File: config.mk
export PLATFORM = sky130hd
export DESIGN_NAME = usb_htx_ep_ctrl
export DESIGN_NICKNAME = d
export VERILOG_FILES = /design/src/rtl/usb_htx_pkg.sv /design/src/rtl/htx_nak_timer.sv /design/src/rtl/htx_retry_ctr.sv /design/src/rtl/htx_ep_fsm.sv /design/src/rtl/usb_htx_ep_ctrl.sv
export SDC_FILE = /design/constraint.sdc
export NUM_CORES = 1
export LEC_CHECK = 0
export BUFFER_PORTS_ARGS = -buffer_cell sky130_fd_sc_hd__buf_2
export CAP_MARGIN = 20
export CORE_AREA = 5 5 58 60
export CTS_CLUSTER_DIAMETER = 120
export DETAILED_ROUTE_END_ITERATION = 10
export DIE_AREA = 0 0 63 65
export PLACE_DENSITY = 0.82
export SETUP_SLACK_MARGIN = 0.1
export SKIP_LAST_GASP = 1
export SYNTH_ARGS = -nofsm -noshare
export SYNTH_HDL_FRONTEND = slang
export SYNTH_SLANG_ARGS = --single-unit
File: constraint.sdc
create_clock -name clk -period 3.7 [get_ports clk]
set_clock_uncertainty 0.05 [all_clocks]
set_input_delay 0.185 -clock clk [delete_from_list [all_inputs] [get_ports clk]]
set_output_delay 0.185 -clock clk [all_outputs]
set_load 0.02 [all_outputs]
File: src/rtl/usb_htx_pkg.sv
package usb_htx_pkg;

    typedef enum logic [1:0] {
        ST_IDLE     = 2'd0,
        ST_ACTIVE   = 2'd1,
        ST_NAK_HALT = 2'd2
    } htx_state_e;

    typedef struct packed {
        logic arm;
        logic resume;
        logic ack;
        logic stall;
        logic err;
        logic inc;
        logic nakto;
    } htx_ev_t;

    localparam int unsigned B_NAKTO  = 7;
    localparam int unsigned B_CLRTOG = 6;
    localparam int unsigned B_STALL  = 5;
    localparam int unsigned B_SETUP  = 4;
    localparam int unsigned B_FLUSH  = 3;
    localparam int unsigned B_ERR    = 2;
    localparam int unsigned B_FNE    = 1;
    localparam int unsigned B_RDY    = 0;

endpackage

File: src/rtl/htx_nak_timer.sv
module htx_nak_timer #(
    parameter int unsigned CW = 8
) (
    input  logic          clk,
    input  logic          rst_n,
    input  logic          clr,
    input  logic          en,
    input  logic          nak,
    input  logic          tick,
    input  logic [CW-1:0] limit,
    output logic          expire
);
    localparam logic [CW-1:0] CNT_MAX = {CW{1'b1}};

    logic [CW-1:0] cnt_q;
    logic          seen_q;
    logic          seen_now;
    logic [CW:0]   cnt_nxt;

    assign seen_now = seen_q | nak;
    assign cnt_nxt  = {1'b0, cnt_q} + {{CW{1'b0}}, 1'b1};
    assign expire   = en && seen_now && tick && (limit != '0)
                      && (cnt_nxt >= {1'b0, limit});

    always_ff @(posedge clk or negedge rst_n) begin
        if (!rst_n) begin
            cnt_q  <= '0;
            seen_q <= 1'b0;
        end else if (clr) begin
            cnt_q  <= '0;
            seen_q <= 1'b0;
        end else if (en) begin
            seen_q <= seen_now;
            if (tick && seen_now && cnt_q != CNT_MAX) begin
                cnt_q <= cnt_nxt[CW-1:0];
            end
        end
    end
endmodule

File: src/rtl/htx_retry_ctr.sv
module htx_retry_ctr #(
    parameter int unsigned RETRIES = 3
) (
    input  logic clk,
    input  logic rst_n,
    input  logic clr,
    input  logic fail,
    output logic exhausted
);
    localparam int unsigned RW = $clog2(RETRIES + 1);
    localparam logic [RW-1:0] LAST = RW'(RETRIES);

    logic [RW-1:0] cnt_q;

    assign exhausted = fail && (cnt_q == LAST);

    always_ff @(posedge clk or negedge rst_n) begin
        if (!rst_n) begin
            cnt_q <= '0;
        end else if (clr) begin
            cnt_q <= '0;
        end else if (fail && cnt_q != LAST) begin
            cnt_q <= cnt_q + RW'(1);
        end
    end
endmodule

File: src/rtl/htx_ep_fsm.sv
module htx_ep_fsm
    import usb_htx_pkg::*;
(
    input  logic       clk,
    input  logic       rst_n,
    input  logic       arm_wr,
    input  logic       clr_nakto_wr,
    input  logic       hs_ack,
    input  logic       hs_stall,
    input  logic       retry_out,
    input  logic       inc_tx,
    input  logic       nak_expire,
    output htx_state_e state_q,
    output htx_ev_t    ev
);
    htx_state_e state_d;

    // state register
    always_ff @(posedge clk or negedge rst_n) begin
        if (!rst_n) state_q <= ST_IDLE;
        else        state_q <= state_d;
    end

    // event outputs per state, highest priority first
    always_comb begin
        ev = '0;
        unique case (state_q)
            ST_IDLE:     ev.arm = arm_wr;
            ST_ACTIVE: begin
                if (hs_stall)        ev.stall = 1'b1;
                else if (hs_ack)     ev.ack   = 1'b1;
                else if (retry_out)  ev.err   = 1'b1;
                else if (inc_tx)     ev.inc   = 1'b1;
                else if (nak_expire) ev.nakto = 1'b1;
            end
            ST_NAK_HALT: ev.resume = clr_nakto_wr;
            default: ;
        endcase
    end

    // transitions
    always_comb begin
        state_d = state_q;
        unique case (state_q)
            ST_IDLE:     if (ev.arm) state_d = ST_ACTIVE;
            ST_ACTIVE: begin
                if (ev.stall || ev.ack || ev.err || ev.inc) state_d = ST_IDLE;
                else if (ev.nakto)                          state_d = ST_NAK_HALT;
            end
            ST_NAK_HALT: if (ev.resume) state_d = ST_ACTIVE;
            default:     state_d = ST_IDLE;
        endcase
    end
endmodule

File: src/rtl/usb_htx_ep_ctrl.sv
module usb_htx_ep_ctrl
    import usb_htx_pkg::*;
#(
    parameter int unsigned NAK_CW  = 8,
    parameter int unsigned RETRIES = 3
) (
    input  logic              clk,
    input  logic              rst_n,
    input  logic              cpu_wr,
    input  logic [7:0]        cpu_wdata,
    output logic [7:0]        cpu_rdata,
    input  logic              is_bulk,
    input  logic [NAK_CW-1:0] nak_limit,
    input  logic              hs_ack,
    input  logic              hs_nak,
    input  logic              hs_stall,
    input  logic              hs_noresp,
    input  logic              frame_tick,
    input  logic              fifo_load,
    output logic              tx_req,
    output logic              tok_setup,
    output logic              data_tog,
    output logic              fifo_flush,
    output logic              dma_abort,
    output logic              irq
);
    htx_state_e state_q;
    htx_ev_t    ev;
    logic       active;
    logic       retry_out;
    logic       nak_expire;
    logic       cnt_clr;
    logic       flush_now;

    logic nakto_q, stall_q, setup_q, err_q, fne_q, tog_q;
    logic flush_q, abort_q, irq_q;

    assign active  = (state_q == ST_ACTIVE);
    assign cnt_clr = ev.arm | ev.ack | ev.stall | ev.err | ev.resume;

    htx_ep_fsm u_fsm (
        .clk         (clk),
        .rst_n       (rst_n),
        .arm_wr      (cpu_wr & cpu_wdata[B_RDY]),
        .clr_nakto_wr(cpu_wr & ~cpu_wdata[B_NAKTO]),
        .hs_ack      (hs_ack),
        .hs_stall    (hs_stall),
        .retry_out   (retry_out),
        .inc_tx      (hs_noresp & ~is_bulk),
        .nak_expire  (nak_expire),
        .state_q     (state_q),
        .ev          (ev)
    );

    htx_retry_ctr #(.RETRIES(RETRIES)) u_retry (
        .clk      (clk),
        .rst_n    (rst_n),
        .clr      (cnt_clr),
        .fail     (hs_noresp & is_bulk & active),
        .exhausted(retry_out)
    );

    htx_nak_timer #(.CW(NAK_CW)) u_nak (
        .clk   (clk),
        .rst_n (rst_n),
        .clr   (cnt_clr),
        .en    (active & is_bulk),
        .nak   (hs_nak),
        .tick  (frame_tick),
        .limit (nak_limit),
        .expire(nak_expire)
    );

    assign flush_now = (cpu_wr & cpu_wdata[B_FLUSH]) | ev.stall | ev.err;

    always_ff @(posedge clk or negedge rst_n) begin
        if (!rst_n) begin
            nakto_q <= 1'b0;
            stall_q <= 1'b0;
            setup_q <= 1'b0;
            err_q   <= 1'b0;
            fne_q   <= 1'b0;
            tog_q   <= 1'b0;
            flush_q <= 1'b0;
            abort_q <= 1'b0;
            irq_q   <= 1'b0;
        end else begin
            if (ev.nakto || ev.inc)                 nakto_q <= 1'b1;
            else if (cpu_wr && !cpu_wdata[B_NAKTO]) nakto_q <= 1'b0;

            if (ev.stall)                           stall_q <= 1'b1;
            else if (cpu_wr && !cpu_wdata[B_STALL]) stall_q <= 1'b0;

            if (ev.err)                             err_q <= 1'b1;
            else if (cpu_wr && !cpu_wdata[B_ERR])   err_q <= 1'b0;

            if (cpu_wr) setup_q <= cpu_wdata[B_SETUP];

            if (cpu_wr && (cpu_wdata[B_CLRTOG] || cpu_wdata[B_SETUP])) tog_q <= 1'b0;
            else if (ev.ack)                                            tog_q <= ~tog_q;

            if (flush_now)                        fne_q <= 1'b0;
            else if (fifo_load)                   fne_q <= 1'b1;
            else if (cpu_wr && !cpu_wdata[B_FNE]) fne_q <= 1'b0;

            flush_q <= flush_now;
            abort_q <= ev.stall;
            irq_q   <= ev.ack
                     | (ev.stall & ~stall_q)
                     | ((ev.nakto | ev.inc) & ~nakto_q)
                     | (ev.err & ~err_q);
        end
    end

    assign cpu_rdata  = {nakto_q, 1'b0, stall_q, setup_q, 1'b0, err_q, fne_q,
                         (state_q != ST_IDLE)};
    assign tx_req     = active;
    assign tok_setup  = active & setup_q;
    assign data_tog   = tog_q;
    assign fifo_flush = flush_q;
    assign dma_abort  = abort_q;
    assign irq        = irq_q;
endmodule

==> run_results.csv, run 1 <==
group,metric,value,unit
drt,avgRoutedWirePerCell,14.0,um
synth,synth_top_cell_area_share,37.0,%
sta,tns,0,ns
run,max_cap_viol_count,0,
synth,yosys_warnings,0,
cells_and_area,layout.nets,235,
clock_network,cts_buffers,3,
synth,ys_ff_latch,22,
critical_path,critPathMaxStageDelay,0.44,ns
synth,yosysTopAreaCell,"dfrtp_1",
power_and_ir_drop,ir_drop,0.179,mV
cells_and_area,layout-drive-gt1-share,25.8,%
place,place_area,1660,um^2
drt,drtIter0Drc,29,
critical_path,cp_max_fo,7,
sta,tightest_slew,0.649,ns
critical_path,crit_family,"compound AO/OA/AOI/OAI gates",
sta,finalMaxSlewViolations,0,
drt,drtAntennaViolNets,0,
synth,ys.flop_type,"dfrtp_1",
synth,async_flop_share,100,%
place,gp_congestion,0.921,
sta,hold_violations,0,
synth,synth_area_leaders,"dfrtp_1 (37%), ha_1 (8.4%), buf_4 (3.5%)",
critical_path,critPathArrivalTime,2.62,ns
critical_path,cp-end-kind,"register",
global_routing,grt_pass1_vias,1273,
sta,timing.final.crit_period,2.48,ns
critical_path,critPathLaunch,"u_nak.cnt_q[0]",
critical_path,endpoint,"nakto_q",
synth,synthesis.area,1490,um^2
critical_path,reg2reg_depth,9,
place,port_buffers,37,
clock_network,cts_max_level,1,
clock_network,cts_tree,"yes",
power_and_ir_drop,powerDensity,290,nW/um^2
critical_path,r2r-start,"u_nak.cnt_q[0]",
critical_path,critical_path_buf_inv_count,0,
synth,syn_area_per_cell,9.13,um^2
clock_network,worstSkewPairLatency,0.31,ns
sta,rsz0062_at_grt,"false",
synth,syn_inst,163,
global_routing,grt_overflow,0,
synth,synth_most_common_cell,"dfrtp_1",
critical_path,cp_slowest_cell,"dfrtp_1",
sta,fmax,403,MHz
clock_network,clockBufferDepth,2,
critical_path,rr_endpoint,"nakto_q",
die,die_h,65,um
drt,drc_errors,0,
critical_path,critPathLaunchType,"register",
clock_network,clock-sinks,22,
die,die_area,4100,um^2
synth,synth.distinct_cells,46,
clock_network,clkTransAtPathRegs,0.12,ns
outcome,status,"completed",
global_routing,grt_antenna_before_repair,0,
power_and_ir_drop,power_leakage,0.861,nW
global_routing,grt_use_total,17.0,%
critical_path,reg2reg_slack,1.22,ns
die,core_region_area,2880,um^2
synth,synth_commonest_cells,"dfrtp_1 (22), inv_1 (13)",
place,dp_hpwl,2640,um
critical_path,path_cells,"ha_1, nand3_4, nor2_1, xor2_1, ha_1, and3_1, a221oi_1, o211a_2, o211ai_1",
synth,synth_edf_count,0,
synth,seq_area_frac_synth,37.0,%
drt,avgViaCountPerCell,5.53,
global_routing,grt_pass1_wl,5640,um
cells_and_area,finalInstanceArea,1710,um^2
critical_path,crit_top_cell,"ha_1",
die,start_util,51.7,%
global_routing,grt_start_max_net_pins,23,
critical_path,critPathKind,"register to register",
cells_and_area,area_delta_synth_final,14.5,%
clock_network,cts_root_buf,"clkbuf_4",
sta,maxSlewHeadroom,56.3,%
critical_path,worstPathRequired,3.84,ns
sta,finalCritPeriodShare,67.0,%
drt,drt_first_pass_iters,4,
die,dieWidth,63,um
sta,final-setup-viol-count,0,
die,pin_count,40,
drt,drt-total-wl,3250,um
min_path,hp-class,"primary input to register",
die,rows,20,
cells_and_area,antenna_cells,0,
drt,vias,1278,
critical_path,path_depth,9,
-- kinds of logic (layout without fill, tap and decap cells) --
logic type      after synthesis  in the layout  synth area share (%)
xor+xnor                      8              8                  4.71
compound gates               39             39                  17.6
simple gates                 58             58                  22.5
flops                        22             22                  37.0
fa+ha+maj                    10             10                  8.40
mux                           2              2                  1.43
buf+inv                      23             57                  8.07
other cells                   1              2                 0.252
-- tightest hold or removal path: stages --
cell	delay, ns
buf_2	0.09
inv_1	0.04
a21oi_1	0.05
-- state kept, by name, indices dropped and copies added, names as in the netlist --
signal         flops
fne_q              1
u_nak.cnt_q        8
u_fsm.state_q      2
fifo_flush         1
setup_q            1
dma_abort          1
err_q              1
data_tog           1
stall_q            1
u_nak.seen_q       1
irq                1
nakto_q            1
u_retry.cnt_q      2
-- area by class of cell --
| class | instances | area, um^2 |
|---|---|---|
| inverter | 14 | 52.6 |
| sequential | 22 | 551 |
| tap | 33 | 41.3 |
| clock buffer | 4 | 36.3 |
| fill | 246 | 1170 |
| timing repair buffer | 39 | 203 |
| multi-input combinational | 119 | 822 |
-- metal layers --
layer	part of all wire, %	wire length [um]	GRT usage [%]
met5	0	0	0
met4	1.4	46	6.37
met3	3.3	106	2.77
met2	49	1610	28.6
met1	46	1490	21.9
-- timing repair --
action | 4_1_cts | 5_1_grt
endpoints found under the hold margin | 22 | 0
hold buffers | 1 | 0
gates resized for setup | 0 | 0
buffers inserted | 0 | 0
-- power breakdown --
group          switching, W  internal (W)
Sequential       0.00000780      0.000252
Combinational     0.0000596     0.0000404
Clock             0.0000737     0.0000601
Total              0.000141      0.000353
-- placed cells by master, fill, tap and decap left out, types with 2 or more instances in the layout --
| master | n |
|---|---|
| a311oi_1 | 2 |
| xor2_1 | 2 |
| clkbuf_4 | 3 |
| o21ai_0 | 10 |
| a31oi_1 | 3 |
| or2_1 | 2 |
| buf_2 | 37 |
| nor2_1 | 10 |
| nor4_1 | 3 |
| o31ai_1 | 4 |
| and3_1 | 2 |
| and2_1 | 3 |
| a21o_1 | 3 |
| conb_1 | 2 |
| nand2_1 | 10 |
| nand2b_1 | 4 |
| nor3b_1 | 2 |
| dfrtp_1 | 22 |
| ha_1 | 10 |
| a21oi_1 | 8 |
| inv_1 | 13 |
| xnor2_1 | 6 |
| or3_1 | 4 |
| nand3_1 | 8 |
| or4_1 | 2 |
-- metrics by stage --
stage,std cells,setup slack (ns),hold slack [ns],utilization [%],total power (W)
after CTS,231,1.20,0.0376,59.3,0.000498
final,231,1.22,0.0388,59.3,0.000494
after floorplan,164,1.45,-0.161,-,0.000329
after detailed placement,226,1.22,0.133,57.7,0.000365
after global routing,231,1.06,0.0456,59.3,0.000524
after global placement,226,1.36,0.129,57.7,0.000362
-- worst min path at each step --
stage,end,slack (ns),cells after the start,start
global route,err_q,0.05,3,cpu_wdata[2]
finish,fne_q,0.04,3,fifo_load
detailed placement,nakto_q,0.13,1,rst_n
floorplan,data_tog,-0.16,0,rst_n
global placement,u_fsm.state_q[1],0.13,1,rst_n
CTS,fne_q,0.04,3,fifo_load
No activity file was read; power rests on OpenSTA's default activity.
==> run 2: changes to the inputs <==
--- a/config.mk
+++ b/config.mk
@@ -5,13 +5,14 @@
 export SDC_FILE = /design/constraint.sdc
 export NUM_CORES = 1
 export LEC_CHECK = 0
+export ABC_AREA = 1
 export BUFFER_PORTS_ARGS = -buffer_cell sky130_fd_sc_hd__buf_2
 export CAP_MARGIN = 20
-export CORE_AREA = 5 5 58 60
+export CORE_AREA = 5 5 60 62
 export CTS_CLUSTER_DIAMETER = 120
 export DETAILED_ROUTE_END_ITERATION = 10
-export DIE_AREA = 0 0 63 65
-export PLACE_DENSITY = 0.82
+export DIE_AREA = 0 0 65 67
+export PLACE_DENSITY = 0.76
 export SETUP_SLACK_MARGIN = 0.1
 export SKIP_LAST_GASP = 1
 export SYNTH_ARGS = -nofsm -noshare
==> constraint.sdc (replaced) <==
create_clock -name clk -period 2.4 [get_ports clk]
set_clock_uncertainty 0.05 [all_clocks]
set_input_delay 0.12 -clock clk [delete_from_list [all_inputs] [get_ports clk]]
set_output_delay 0.12 -clock clk [all_outputs]
set_load 0.02 [all_outputs]
==> run 2 against run 1 <==
Net effect:
- register-to-register slack worse by 0.98 ns
- flip-flop and latch count stayed put
- synthesized cell count is 16% higher
- setup slack worse by 0.98 ns
- utilization is 1.9 points higher
- die area is 6.3% higher
- cell count is 15% higher
- synthesized area is 1.4% lower
- sequential power is 89% higher
- sequential share of layout area is 2.0 points lower
==> run_results.csv, run 2 <==
group,metric,value,unit
place,port_buffers,37,
synth,synth_edf_count,0,
sta,timing.final.crit_period,2.16,ns
cells_and_area,largest_reg_flops,8,
sta,hold_violations,0,
synth,seq_area_frac_synth,37.5,%
critical_path,crit_family,"simple AND/OR/NAND/NOR gates",
die,die_area,4360,um^2
clock_network,clockBufferDepth,2,
clock_network,clock-sinks,22,
synth,synth.distinct_cells,28,
run,max_cap_viol_count,0,
synth,ys_ff_latch,22,
synth,syn_inst,189,
cells_and_area,layout-drive-gt1-share,27.6,%
place,dp_hpwl,2460,um
global_routing,grt_antenna_before_repair,0,
min_path,hp-class,"primary input to register",
global_routing,grt_overflow,0,
drt,avgRoutedWirePerCell,12.1,um
sta,final-setup-viol-count,0,
critical_path,worstPathRequired,2.57,ns
sta,rsz0062_at_grt,"false",
critical_path,critPathMaxStageDelay,0.45,ns
sta,maxSlewHeadroom,27.5,%
synth,async_flop_share,100,%
sta,tns,0,ns
die,start_util,49.3,%
global_routing,grt_pass1_vias,1164,
critical_path,crit_top_cell,"nand2_1",
cells_and_area,top_regs,"u_nak.cnt_q x8, u_fsm.state_q x2, u_retry.cnt_q x2",
clock_network,cts_root_buf,"clkbuf_4",
min_path,holdPathStages,3,
critical_path,critical_path_buf_inv_count,1,
drt,vias,1325,
clock_network,worstSkewPairLatency,0.31,ns
min_path,hp-start,"hs_nak",
critical_path,cp_slowest_cell,"dfrtp_1",
synth,synth_most_common_cell,"nand2_1",
global_routing,grt_pass1_wl,5070,um
synth,synthesis.area,1470,um^2
clock_network,cts_tree,"yes",
sta,fmax,463,MHz
die,die_h,67,um
place,place_area,1620,um^2
synth,synth_commonest_cells,"nand2_1 (41), inv_1 (31), dfrtp_1 (22)",
drt,drc_errors,0,
cells_and_area,area_delta_synth_final,24.0,%
cells_and_area,post-route-util,61.1,%
critical_path,r2r-start,"u_nak.cnt_q[0]",
die,rows,20,
critical_path,rr_endpoint,"irq",
sta,tightest_slew,1.09,ns
critical_path,reg2reg_depth,15,
min_path,min_to,"u_nak.seen_q",
die,dieWidth,65,um
sta,finalMaxSlewViolations,0,
cells_and_area,layout.nets,269,
clock_network,cts_buffers,3,
synth,synth_area_leaders,"dfrtp_1 (38%), nand2_1 (10%), ha_1 (8.5%)",
critical_path,reg2reg_slack,0.24,ns
synth,ys.flop_type,"dfrtp_1",
power_and_ir_drop,powerDensity,704,nW/um^2
clock_network,clkTransAtPathRegs,0.13,ns
drt,drt-total-wl,3220,um
global_routing,grt_use_total,15.1,%
cells_and_area,layout_common_cells,"nand2_1 (40), buf_2 (37), inv_1 (31), dfrtp_1 (21), nor2_1 (14)",
critical_path,critPathArrivalTime,2.33,ns
die,core_region_area,2980,um^2
drt,drt_first_pass_iters,4,
sta,finalCritPeriodShare,89.9,%
synth,synth_top_cell_area_share,37.5,%
critical_path,path_cells,"ha_4, nand3_4, nor3_4, xor2_1, ha_1, nand2_1, inv_1, nand2_1, nand2_1, nand2_1, nand2_1, nand2_2, nand2_1, nand2_1, nand2_1",
drt,drtAntennaViolNets,0,
outcome,status,"completed",
power_and_ir_drop,power_leakage,1.00,nW
place,gp_congestion,0.896,
critical_path,critPathLaunchType,"register",
cells_and_area,finalInstanceArea,1820,um^2
synth,yosysTopAreaCell,"dfrtp_1",
cells_and_area,regMostFlops,"u_nak.cnt_q",
drt,drtIter0Drc,42,
critical_path,cp_max_fo,4,
cells_and_area,antenna_cells,0,
global_routing,grt_start_max_net_pins,23,
synth,yosys_warnings,0,
clock_network,cts_max_level,1,
die,pin_count,40,
synth,syn_area_per_cell,7.77,um^2
power_and_ir_drop,ir_drop,0.444,mV
cells_and_area,layout_commonest_cell,"nand2_1",
critical_path,cp-end-kind,"register",
drt,avgViaCountPerCell,5.00,
critical_path,critPathKind,"register to register",
==> run 2: cells by family (layout without fill, tap and decap cells) <==
| family | Yosys count | after routing | share of synthesized area [%] |
|---|---|---|---|
| flops | 22 | 22 | 37.5 |
| simple gates | 84 | 84 | 26.5 |
| other cells | 1 | 2 | 0.256 |
| compound gates | 26 | 26 | 10.9 |
| fa+ha+maj | 10 | 10 | 8.53 |
| xor+xnor | 5 | 5 | 2.98 |
| buf+inv | 41 | 83 | 13.3 |
==> run 2: routing by layer <==
metal  share of wire [%]  GRT usage (%)  vias to the layer above
li1                    -              -                      681
met1                  46           20.6                      610
met2                  48           23.9                       30
met3                 4.2           3.04                        4
met4                 1.1           4.49                        0
met5                   0              0                        -
==> run 2: final cells by class <==
class,instances,area [um^2]
fillers,269,1160
multi-input cells,127,777
flip-flops and latches,22,552
repair buffers,47,278
inverters,32,120
well taps,33,41.3
clock inverters,1,30.0
clock buffers,3,22.5
==> run 2: worst max-delay path by stage <==
stage / start / endpoint / slack, ns / cells past startpoint
floorplan: u_nak.cnt_q[0] / irq / 0.41 / 16
global placement: u_nak.cnt_q[0] / irq / 0.33 / 16
detailed placement: u_nak.cnt_q[0] / irq / 0.24 / 15
CTS: u_nak.cnt_q[0] / irq / 0.21 / 15
global route: u_nak.cnt_q[0] / irq / 0.03 / 13
finish: u_nak.cnt_q[0] / irq / 0.24 / 15
==> run 2: what timing repair did <==
item / CTS / global route
hold endpoints to repair: 26 / 1
setup buffers: 0 / 3
gates resized for setup: 0 / 10
setup endpoints to repair: 0 / 4
hold buffers: 6 / 1
==> run 2: worst min-delay path, stage by stage <==
cell and delay [ns]:
buf_2 0.10, nand3_1 0.07, a21oi_1 0.06
==> run 2: through the flow <==
stage / hold WS, ns / total power (W) / worst slack [ns] / instances
after floorplan: -0.226 / 0.000863 / 0.414 / 190
after global placement: 0.0638 / 0.000967 / 0.332 / 251
after detailed placement: 0.0623 / 0.000972 / 0.242 / 251
after CTS: 0.00458 / 0.00127 / 0.214 / 261
after global routing: 0.00101 / 0.00138 / 0.0317 / 265
final: 0.0220 / 0.00128 / 0.242 / 265
==> run 2: power breakdown <==
| group | internal (W) | switching, W |
|---|---|---|
| logic | 0.000175 | 0.000328 |
| registers | 0.000443 | 0.0000487 |
| clock network | 0.000169 | 0.000117 |
==> run 3: changes to the inputs <==
==> constraint.sdc (replaced) <==
create_clock -name clk -period 2.25 [get_ports clk]
set_clock_uncertainty 0.05 [all_clocks]
set_input_delay 0.1125 -clock clk [delete_from_list [all_inputs] [get_ports clk]]
set_output_delay 0.1125 -clock clk [all_outputs]
set_load 0.02 [all_outputs]
==> run 3 against run 2 <==
Net effect:
- maximum frequency up 3.1%
- total power is 8.0% higher
- clock-buffer cell count unchanged
- utilization is 0.63 points higher
- via count grew 0.53%
- first-iteration DRC count rose by 76%
- setup slack got worse by 0.086 ns
==> run_results.csv, run 3 (synthesis results as in run 2) <==
group,metric,value,unit
clock_network,worstSkewPairLatency,0.31,ns
drt,vias,1332,
power_and_ir_drop,power_leakage,1.01,nW
critical_path,cp_max_fo,4,
sta,fmax,477,MHz
run,max_cap_viol_count,0,
global_routing,grt_pass1_wl,5700,um
die,pin_count,40,
drt,drtIter0Drc,74,
critical_path,rr_endpoint,"irq",
sta,tns,0,ns
cells_and_area,layout_commonest_cell,"nand2_1",
min_path,hp-class,"primary input to register",
power_and_ir_drop,power_frac_seq,37.9,%
critical_path,crit_family,"simple AND/OR/NAND/NOR gates",
place,port_buffers,37,
critical_path,cp-end-kind,"register",
critical_path,r2r-start,"u_nak.cnt_q[0]",
global_routing,grt_overflow,0,
critical_path,endpoint,"irq",
cells_and_area,post-route-util,61.8,%
cells_and_area,layout.nets,271,
global_routing,grt_antenna_before_repair,0,
critical_path,critPathMaxStageDelay,0.45,ns
cells_and_area,layout_common_cells,"nand2_1 (40), buf_2 (37), inv_1 (31), dfrtp_1 (20), nor2_1 (14)",
power_and_ir_drop,p_sw_share,38.4,%
power_and_ir_drop,p_total,0.00138,W
cells_and_area,area_delta_synth_final,25.3,%
power_and_ir_drop,clockPowerShare,21.9,%
drt,drtAntennaViolNets,0,
die,die_h,67,um
critical_path,reg2reg_depth,13,
critical_path,reg2reg_slack,0.16,ns
place,gp_congestion,0.872,
place,dp_hpwl,2550,um
clock_network,clockBufferDepth,2,
power_and_ir_drop,p_comb_share,40.2,%
critical_path,path_cells,"ha_4, nand3_4, nor3_4, xor2_1, ha_1, a21oi_1, nand2_1, nand2_1, nand2_1, nand2_2, nand2_1, nand2_1, nand2_1",
critical_path,path_depth,13,
power_and_ir_drop,p_switching,0.000532,W
clock_network,cts_root_buf,"clkbuf_4",
critical_path,critPathLaunch,"u_nak.cnt_q[0]",
die,start_util,49.3,%
sta,finalMaxSlewViolations,0,
drt,drc_errors,0,
global_routing,grt_use_total,16.9,%
die,dieWidth,65,um
sta,hold_violations,0,
clock_network,cts_max_level,1,
critical_path,crit_top_cell,"nand2_1",
sta,timing.final.crit_period,2.09,ns
cells_and_area,top_regs,"u_nak.cnt_q x8, u_fsm.state_q x2, u_retry.cnt_q x2",
die,rows,20,
critical_path,critPathKind,"register to register",
sta,finalCritPeriodShare,93.1,%
die,core_region_area,2980,um^2
sta,rsz0062_at_grt,"true",
power_and_ir_drop,p_int,0.000852,W
drt,avgRoutedWirePerCell,12.8,um
critical_path,critPathArrivalTime,2.26,ns
critical_path,critPathLaunchType,"register",
critical_path,cp_slowest_cell,"dfrtp_1",
cells_and_area,largest_reg_flops,8,
drt,avgViaCountPerCell,4.99,
outcome,status,"completed",
sta,final-setup-viol-count,0,
cells_and_area,layout-drive-gt1-share,28.2,%
clock_network,cts_tree,"yes",
critical_path,critical_path_buf_inv_count,0,
global_routing,grt_start_max_net_pins,23,
critical_path,worstPathRequired,2.42,ns
global_routing,grt_pass1_vias,1278,
sta,maxSlewHeadroom,54.9,%
drt,drt_first_pass_iters,4,
clock_network,clock-sinks,22,
clock_network,clkTransAtPathRegs,0.13,ns
die,die_area,4360,um^2
cells_and_area,regMostFlops,"u_nak.cnt_q",
power_and_ir_drop,powerDensity,752,nW/um^2
clock_network,cts_buffers,3,
sta,tightest_slew,0.675,ns
cells_and_area,antenna_cells,0,
power_and_ir_drop,ir_drop,0.462,mV
drt,drt-total-wl,3410,um
run 3: cell count changes in the layout (fill, tap and decap cells not counted), sizes merged:
cell / delta
buf: +1
dlygate4sd3: +1
run 3: final cells by class:
cell class	count	area, um^2
clock buffer	3	22.5
tap	33	41.3
multi-input combinational	127	777
inverter	32	120
timing repair buffer	49	295
sequential	22	553
fill	259	1140
clock inverter	1	30.0
run 3: worst min path at each step:
stage,to,depth (start not counted),startpoint
2_1_floorplan,data_tog,0,rst_n
4_1_cts,fifo_flush,3,cpu_wdata[3]
5_1_grt,fifo_flush,3,cpu_wdata[3]
3_3_place_gp,setup_q,1,rst_n
3_5_place_dp,u_nak.cnt_q[7],1,rst_n
6_report,fifo_flush,3,cpu_wdata[3]
run 3: timing repair:
item	CTS	global route
pin swaps	0	5
endpoints found under the setup margin	1	4
endpoints found under the hold margin	27	0
buffers inserted	0	2
hold buffers	8	0
resized for setup	1	11
run 3: through the flow:
step                worst slack (ns)  std cells  hold slack [ns]  instance area, um^2
global placement               0.173        253           0.0555                 1640
detailed placement            0.0874        253           0.0598                 1640
global route                 -0.0938        267           0.0109                 1840
finish                         0.156        267          0.00584                 1840
CTS                            0.113        265          0.00325                 1780
floorplan                      0.264        190           -0.233                 1470
run 3: tightest hold or removal path, delay by kind of cell:
kind,cells,cell delay (ns)
simple gates,2,0.14
buf+inv,1,0.08
run 3: power groups by stage:
stage | Clock [W] | Sequential [W] | Combinational [W]
final | 0.000303 | 0.000525 | 0.000556
after global routing | 0.000329 | 0.000538 | 0.000624
after CTS | 0.000308 | 0.000523 | 0.000537
after detailed placement | 0 | 0.000532 | 0.000520
after global placement | 0 | 0.000527 | 0.000514
after floorplan | 0 | 0.000545 | 0.000376
run 3: routing by layer:
layer,up-vias,part of all wire [%],wire [um],global-route usage (%)
li1,685,-,-,-
met1,610,46,1560,21.8
met2,32,49,1670,29.2
met3,5,4.4,150,2.87
met4,0,1.0,35,4.22
met5,-,0,0,0
